File: src/rtl/flow_pkg.sv
package flow_pkg;

   typedef enum logic [3:0] {
      JC_ALWAYS = 4'h0,
      JC_EQ     = 4'h1,
      JC_UGT    = 4'h2,
      JC_UGE    = 4'h3,
      JC_ANY    = 4'h4,
      JC_NE     = 4'h5,
      JC_SGT    = 4'h6,
      JC_SGE    = 4'h7,
      JC_CALL   = 4'h8,
      JC_RET    = 4'h9,
      JC_ULT    = 4'ha,
      JC_ULE    = 4'hb,
      JC_SLT    = 4'hc,
      JC_SLE    = 4'hd,
      JC_BADE   = 4'he,
      JC_BADF   = 4'hf
   } jcode_e;

   localparam logic [2:0] CLS_BR64 = 3'd5;
   localparam logic [2:0] CLS_BR32 = 3'd6;
   localparam logic [7:0] OP_WIDE_LOAD = 8'h18;

   localparam logic [3:0] CALL_HELPER_A = 4'd0;
   localparam logic [3:0] CALL_LOCAL    = 4'd1;
   localparam logic [3:0] CALL_HELPER_B = 4'd2;

   function automatic logic is_compare(input jcode_e c);
      case (c)
         JC_EQ, JC_UGT, JC_UGE, JC_ANY, JC_NE, JC_SGT, JC_SGE,
         JC_ULT, JC_ULE, JC_SLT, JC_SLE: is_compare = 1'b1;
         default: is_compare = 1'b0;
      endcase
   endfunction

endpackage

File: src/rtl/cond_eval.sv
module cond_eval
   import flow_pkg::*;
#(
   parameter int W = 64
) (
   input  logic [W-1:0] a,
   input  logic [W-1:0] b,
   input  jcode_e       code,
   output logic         hit
);

   logic eq, ult, slt;

   assign eq  = (a == b);
   assign ult = (a < b);
   assign slt = ($signed(a) < $signed(b));

   always_comb begin
      case (code)
         JC_EQ:   hit = eq;
         JC_NE:   hit = !eq;
         JC_ANY:  hit = |(a & b);
         JC_UGT:  hit = !ult && !eq;
         JC_UGE:  hit = !ult;
         JC_ULT:  hit = ult;
         JC_ULE:  hit = ult || eq;
         JC_SGT:  hit = !slt && !eq;
         JC_SGE:  hit = !slt;
         JC_SLT:  hit = slt;
         JC_SLE:  hit = slt || eq;
         default: hit = 1'b0;
      endcase
   end

endmodule

File: src/rtl/ret_stack.sv
module ret_stack #(
   parameter int DW    = 32,
   parameter int DEPTH = 8
) (
   input  logic          clk,
   input  logic          rst_n,
   input  logic          push,
   input  logic          pop,
   input  logic [DW-1:0] din,
   output logic [DW-1:0] top,
   output logic          empty,
   output logic          full
);

   localparam int CNT_W = $clog2(DEPTH + 1);
   localparam int IDX_W = (DEPTH > 1) ? $clog2(DEPTH) : 1;

   logic [DW-1:0]    slots [DEPTH];
   logic [CNT_W-1:0] cnt;
   logic [IDX_W-1:0] wr_idx, rd_idx;

   assign wr_idx = IDX_W'(cnt);
   assign rd_idx = IDX_W'(cnt - CNT_W'(1));
   assign empty  = (cnt == '0);
   assign full   = (cnt == CNT_W'(DEPTH));
   assign top    = slots[rd_idx];

   always_ff @(posedge clk) begin
      if (!rst_n) begin
         cnt <= '0;
         for (int e = 0; e < DEPTH; e++) slots[e] <= '0;
      end else if (push && !full) begin
         slots[wr_idx] <= din;
         cnt           <= cnt + CNT_W'(1);
      end else if (pop && !empty) begin
         cnt <= cnt - CNT_W'(1);
      end
   end

endmodule

File: src/rtl/flow_sequencer.sv
module flow_sequencer
   import flow_pkg::*;
#(
   parameter int PC_W     = 32,
   parameter int RS_DEPTH = 8
) (
   input  logic            clk,
   input  logic            rst_n,
   input  logic            inst_valid,
   input  logic [PC_W-1:0] pc_i,
   input  logic [7:0]      opcode,
   input  logic [3:0]      sreg_sel,
   input  logic [15:0]     offset,
   input  logic [31:0]     imm,
   input  logic [63:0]     dst_val,
   input  logic [63:0]     src_val,
   output logic [PC_W-1:0] next_pc,
   output logic            taken,
   output logic            halt,
   output logic            err,
   output logic            helper_req,
   output logic [31:0]     helper_id
);

   generate
      if (PC_W < 16 || PC_W > 32) begin : g_bad_pcw
         $error("flow_sequencer: PC_W must lie in 16..32");
      end
      if (RS_DEPTH < 1) begin : g_bad_depth
         $error("flow_sequencer: RS_DEPTH must be at least 1");
      end
   endgenerate

   localparam logic [PC_W-1:0] ONE = PC_W'(1);
   localparam logic [PC_W-1:0] TWO = PC_W'(2);

   logic [2:0]      cls;
   jcode_e          code;
   logic            use_reg, br64, br32;
   logic [63:0]     opnd_b;
   logic            hit64, hit32, cond;
   logic [PC_W-1:0] off_x, imm_x, pc_inc, seq_pc, rs_top;
   logic            rs_push, rs_pop, rs_empty, rs_full;

   assign cls     = opcode[2:0];
   assign code    = jcode_e'(opcode[7:4]);
   assign use_reg = opcode[3];
   assign br64    = (cls == CLS_BR64);
   assign br32    = (cls == CLS_BR32);
   assign opnd_b  = use_reg ? src_val : {{32{imm[31]}}, imm};
   assign off_x   = PC_W'($signed(offset));
   assign imm_x   = PC_W'($signed(imm));
   assign pc_inc  = pc_i + ONE;
   assign seq_pc  = (opcode == OP_WIDE_LOAD) ? pc_i + TWO : pc_inc;

   cond_eval #(.W(64)) u_cmp64 (
      .a(dst_val), .b(opnd_b), .code(code), .hit(hit64)
   );
   cond_eval #(.W(32)) u_cmp32 (
      .a(dst_val[31:0]), .b(opnd_b[31:0]), .code(code), .hit(hit32)
   );

   assign cond = br32 ? hit32 : hit64;

   ret_stack #(.DW(PC_W), .DEPTH(RS_DEPTH)) u_rs (
      .clk(clk), .rst_n(rst_n), .push(rs_push), .pop(rs_pop),
      .din(pc_inc), .top(rs_top), .empty(rs_empty), .full(rs_full)
   );

   always_comb begin
      next_pc    = seq_pc;
      taken      = 1'b0;
      halt       = 1'b0;
      err        = 1'b0;
      helper_req = 1'b0;
      rs_push    = 1'b0;
      rs_pop     = 1'b0;
      if (inst_valid && (br64 || br32)) begin
         case (code)
            JC_ALWAYS: begin
               taken   = 1'b1;
               next_pc = pc_inc + (br32 ? imm_x : off_x);
            end
            JC_CALL: begin
               if (br32) begin
                  err = 1'b1;
               end else if (sreg_sel == CALL_HELPER_A || sreg_sel == CALL_HELPER_B) begin
                  helper_req = 1'b1;
               end else if (sreg_sel == CALL_LOCAL) begin
                  if (rs_full) begin
                     err = 1'b1;
                  end else begin
                     rs_push = 1'b1;
                     taken   = 1'b1;
                     next_pc = pc_inc + imm_x;
                  end
               end else begin
                  err = 1'b1;
               end
            end
            JC_RET: begin
               if (br32) begin
                  err = 1'b1;
               end else if (rs_empty) begin
                  halt    = 1'b1;
                  next_pc = pc_i;
               end else begin
                  rs_pop  = 1'b1;
                  taken   = 1'b1;
                  next_pc = rs_top;
               end
            end
            default: begin
               if (!is_compare(code)) begin
                  err = 1'b1;
               end else if (cond) begin
                  taken   = 1'b1;
                  next_pc = pc_inc + off_x;
               end
            end
         endcase
      end
   end

   assign helper_id = helper_req ? imm : 32'd0;

endmodule

File: config.mk
export PLATFORM = sky130hd
export DESIGN_NAME = flow_sequencer
export DESIGN_NICKNAME = d
export VERILOG_FILES = /design/src/rtl/flow_pkg.sv /design/src/rtl/cond_eval.sv /design/src/rtl/ret_stack.sv /design/src/rtl/flow_sequencer.sv
export SDC_FILE = /design/constraint.sdc
export NUM_CORES = 1
export LEC_CHECK = 0
export BUFFER_PORTS_ARGS = -buffer_cell sky130_fd_sc_hd__buf_2
export CORE_MARGIN = 1.5
export CORE_UTILIZATION = 45
export CTS_BUF_LIST = sky130_fd_sc_hd__clkbuf_4 sky130_fd_sc_hd__clkbuf_8
export DETAILED_ROUTE_END_ITERATION = 12
export HOLD_SLACK_MARGIN = 0.05
export PLACE_DENSITY = 0.78
export SETUP_SLACK_MARGIN = 0.1
export SYNTH_ARGS = -nofsm -noshare
export SYNTH_HDL_FRONTEND = slang
export SYNTH_HIERARCHICAL = 1
export SYNTH_SLANG_ARGS = --single-unit
File: constraint.sdc
create_clock -name clk -period 5.35 [get_ports clk]
set_input_delay 0.2675 -clock clk [delete_from_list [all_inputs] [get_ports clk]]
set_output_delay 0.2675 -clock clk [all_outputs]
set_load 0.01 [all_outputs]
==> summary.txt <==
GRT
--------------------------------------------------------------------------------------
Antenna violations before repair                                                    12
Total gr overflow                                                                    0
First-pass GRT wire length                                                    128.0 mm
GRT Total Usage                                                                 29.78%
Vias in the first global route                                                   21870
Maximum number of pins on one net before global-route repair                        43

POWER
--------------------------------------------------------------------------------------
Leak                                                                          12.19 nW
Register share of total power                                                    42.0%
Switching component of the power                                            0.001817 W
Comb pwr share                                                                   32.0%
Sw Share                                                                        33.02%
Largest vdd supply drop                                                    0.0001638 V
Power Internal                                                              0.003686 W
Clock group share of total power                                                 26.0%
PnR Total Power                                                             0.005503 W
Total power density per cell area                                         194.1 nW/um^2

SYNTH
--------------------------------------------------------------------------------------
Post-synthesis xor/xnor area fraction                                           5.063%
Adder-cell share of the synthesized area                                        15.13%
Post-synthesis instance area                                               24790 sq um
Async set-or-reset flop fraction in the synthesized netlist                         0%
Average cell area after synthesis                                          9.436 sq um
Main combinational cell family by area after synthesis                    simple AND/OR/NAND/NOR gates
Number of instances in the synthesized netlist                                    2627
Number of different library cells in the post-synthesis netlist                     97
Post-synthesis net count                                                          3148
Yosys warnings                                                                       6
Sequential share of the synthesized area                                        31.34%
Primary FF master, synth                                                  sky130_fd_sc_hd__edfxtp_1
Total of flip-flops plus latches after synthesis                                   260
Post-synthesis compound-gate area fraction                                      14.13%
Mux share of post-synthesis cell area                                           9.596%
Number of enable-type register cells in the synthesized netlist                    256
Simple-gate share of the synthesized area                                       20.42%

TIMING
--------------------------------------------------------------------------------------
Worst-Margin Slew                                                             954.8 ps
Peak Freq                                                                   0.1932 GHz
Final critical delay including setup and external delays                       5177 ps
Post-layout worst setup margin                                                172.7 ps
Number of hold violations in the final report                                        0
Final setup fails                                                                    0
Worst Skew                                                                    9.604 ps
Fin crit share                                                                  96.77%
RSZ-0062 raised after global routing                                             false
Final Max Slew Viols                                                                 0
Worst slew margin                                                               35.76%

SETUP PATH
--------------------------------------------------------------------------------------
Worst path slowest cell                                                   sky130_fd_sc_hd__a221oi_2
Length in cells of the worst reg-to-reg path                                        14
Critical register-to-register path endpoint                               u_rs/slots[3][14]
Cell breakdown of the critical path                                       clkbuf_4, buf_8, mux2_2, inv_1, ha_1, a21oi_1, o21ai_0, a221oi_2, a2bb2oi_1, and3_4, mux2_2, a31oi_1, o41ai_2, mux2i_2, or2_2, buf_4, a21oi_1, buf_4, o22ai_1, a31oi_1, o21ai_0, buf_2
CP endpoint kind                                                          primary output
CP Buf/Inv Count                                                                     6
Critical path required time                                                    5080 ps
Worst reg2reg setup slack                                                       870 ps
Critical Path Source Type                                                   input port
Dominant delay contributor by cell family on the critical path            compound AO/OA/AOI/OAI gates
Worst Setup Path Type                                                        in -> out
Longest individual stage delay on the worst path                                400 ps
Critical register-to-register path startpoint                              u_rs/cnt[1]
Arrival time reported for the critical path endpoint                           4910 ps
Critical Path Fanout Max                                                            13

WORST HOLD PATH
--------------------------------------------------------------------------------------
Cell depth of the worst hold path                                                    2
Hold WC Path Type                                                            in -> reg
Worst hold path endpoint                                                   u_rs/cnt[2]
Hold Startpoint                                                                  rst_n

FLOORPLANNING
--------------------------------------------------------------------------------------
Die Height                                                                    237.7 um
Area of the placeable core                                                 54130 sq um
Die area                                                                   56500 sq um
Num rows                                                                            85
Total I/O pin count                                                                291
Initial Util                                                                    45.79%
Width of the die                                                              237.7 um

ROUTE
--------------------------------------------------------------------------------------
Post-detailed-route wirelength per cell                                       23.60 um
First-pass detailed-route iteration total                                            9
WL final                                                                      86.22 mm
Overall via count from detail_route                                              22260
Mean number of vias per cell                                                     6.091
Starting DRT DRC Count                                                            2180
Post-detailed-route DRC marker count                                                 0
Antenna viol nets, final                                                             0

CLOCKING
--------------------------------------------------------------------------------------
Source-to-sink clock delay at the later pin of the worst-skew pair              540 ps
Number of sinks handled by clock tree synthesis                                    260
Clock Pin Slew Worst Setup and Hold Paths                                        70 ps
TritonCTS clock tree                                                             built
Number of buffers created by CTS                                                    35
H-tree depth reported by CTS                                                         2
Clock Tree Root                                                           sky130_fd_sc_hd__clkbuf_8
Number of buffers inserted to repair setup after CTS                                 0
Hold buffer count at CTS                                                             0
Longest Clk Path Bufs                                                                3

FINISH
--------------------------------------------------------------------------------------
Fraction of final layout cells with drive strength greater than 1               21.94%
Nets@finish                                                                       3451
Area overhead of the layout relative to synthesis                               14.36%
Final core area utilization                                                     52.37%

PLACEMENT
--------------------------------------------------------------------------------------
HPWL Detailed                                                                 66.80 mm
Worst slack, placed                                                           37.70 ps
Weighted congestion reported at the end of routability-driven placement         0.9838
Count of input and output buffers                                                  290

RUN
--------------------------------------------------------------------------------------
Max Cap Viol                                                                         0

RUN STATUS
--------------------------------------------------------------------------------------
Result of the run                                                         finished, final reports clean

power groups by stage:
stage	sequential, W	clock (W)	combinational [W]
2_1_floorplan	0.00235	0	0.00107
3_3_place_gp	0.00235	0	0.00168
3_5_place_dp	0.00236	0	0.00169
4_1_cts	0.00231	0.00145	0.00170
5_1_grt	0.00232	0.00151	0.00190
6_report	0.00231	0.00143	0.00176
sequential cells by signal, indices dropped and copies added (netlist names):
register,count
u_rs/slots,256
u_rs/cnt,4
cell usage in the layout (no fill, tap or decap), drive strengths merged, types with 33 or more instances in the layout:
cell type / n
a21o: 54
a21oi: 160
and2: 232
buf: 390
clkbuf: 44
edfxtp: 256
ha: 295
inv: 131
mux2: 66
mux4: 64
nand2: 288
nand3: 62
nand4: 54
nor2: 172
nor3: 33
nor4: 39
o21ai: 123
xnor2: 82
xor2: 57
final cells by class:
class | instances | area [sq um]
antenna | 5 | 12.51
clock buffer | 42 | 534.3
clock inverter | 18 | 113.9
fill | 4850 | 25790
inverter | 130 | 488.0
multi-input combinational | 2111 | 16170
sequential | 260 | 7771
tap | 696 | 870.8
timing repair buffer | 392 | 2390
logic make-up after synthesis:
kind of cell | Yosys count
AOI/OAI and AO/OA | 543
xor gates and xnor gates | 139
adders and majority gates | 298
buffers and inverters | 256
DFF | 260
muxes | 149
and+or+nand+nor | 982
timing repair:
item                                    in CTS  in global routing
endpoints found under the setup margin       1                 23
cloned                                       0                  1
gates resized for setup                      1                 22
pin swaps                                    0                  1
routing by layer:
layer	vias to the layer above	wire, um	GRT usage [%]
met5	-	88	0
met4	14	4810	15.13
met3	247	7983	5.551
met2	1272	40740	50.76
met1	10490	32600	35.89
li1	10240	-	-
cells in the mapped netlist, types with 23 or more instances:
library cell	instances	area share, %
sky130_fd_sc_hd__inv_1	129	2.0
sky130_fd_sc_hd__a221oi_1	26	0.92
sky130_fd_sc_hd__nor2_1	172	2.6
sky130_fd_sc_hd__o21ai_0	100	2.0
sky130_fd_sc_hd__a21o_1	54	1.6
sky130_fd_sc_hd__buf_2	23	0.46
sky130_fd_sc_hd__nand2_1	288	4.4
sky130_fd_sc_hd__xnor2_1	80	2.8
sky130_fd_sc_hd__xor2_1	57	2.0
sky130_fd_sc_hd__a211oi_1	25	0.76
sky130_fd_sc_hd__a21oi_1	157	3.2
sky130_fd_sc_hd__clkbuf_1	65	0.98
sky130_fd_sc_hd__edfxtp_1	256	31
sky130_fd_sc_hd__nor4_1	35	0.88
sky130_fd_sc_hd__nand4_1	48	1.2
sky130_fd_sc_hd__nand3_1	61	1.2
sky130_fd_sc_hd__ha_1	295	15
sky130_fd_sc_hd__mux2_2	66	3.0
sky130_fd_sc_hd__and2_1	232	5.9
sky130_fd_sc_hd__o21ai_1	23	0.46
sky130_fd_sc_hd__mux4_2	64	5.8
sky130_fd_sc_hd__nor3_1	32	0.65
worst max-delay path by stage:
stage,from,end,slack [ps],cells after the start
6_report,opcode[3],next_pc[14],170,22
5_1_grt,opcode[3],next_pc[14],4,22
4_1_cts,opcode[3],next_pc[28],100,21
3_5_place_dp,opcode[3],next_pc[30],40,20
3_3_place_gp,opcode[3],next_pc[30],120,20
2_1_floorplan,u_rs/cnt[0],u_rs/slots[2][0],-70,15
stage by stage:
stage                     hold WS [ps]  std cells  TNS, ps  area (sq um)
after floorplan                  414.9       2627   -10770         24790
after global placement           537.7       3588        0         27560
after detailed placement         543.3       3588        0         27560
after CTS                        203.9       3648        0         28210
after global routing             236.9       3649        0         28330
final                            223.0       3654        0         28350
Note: power is estimated with default switching activity, not from simulation.
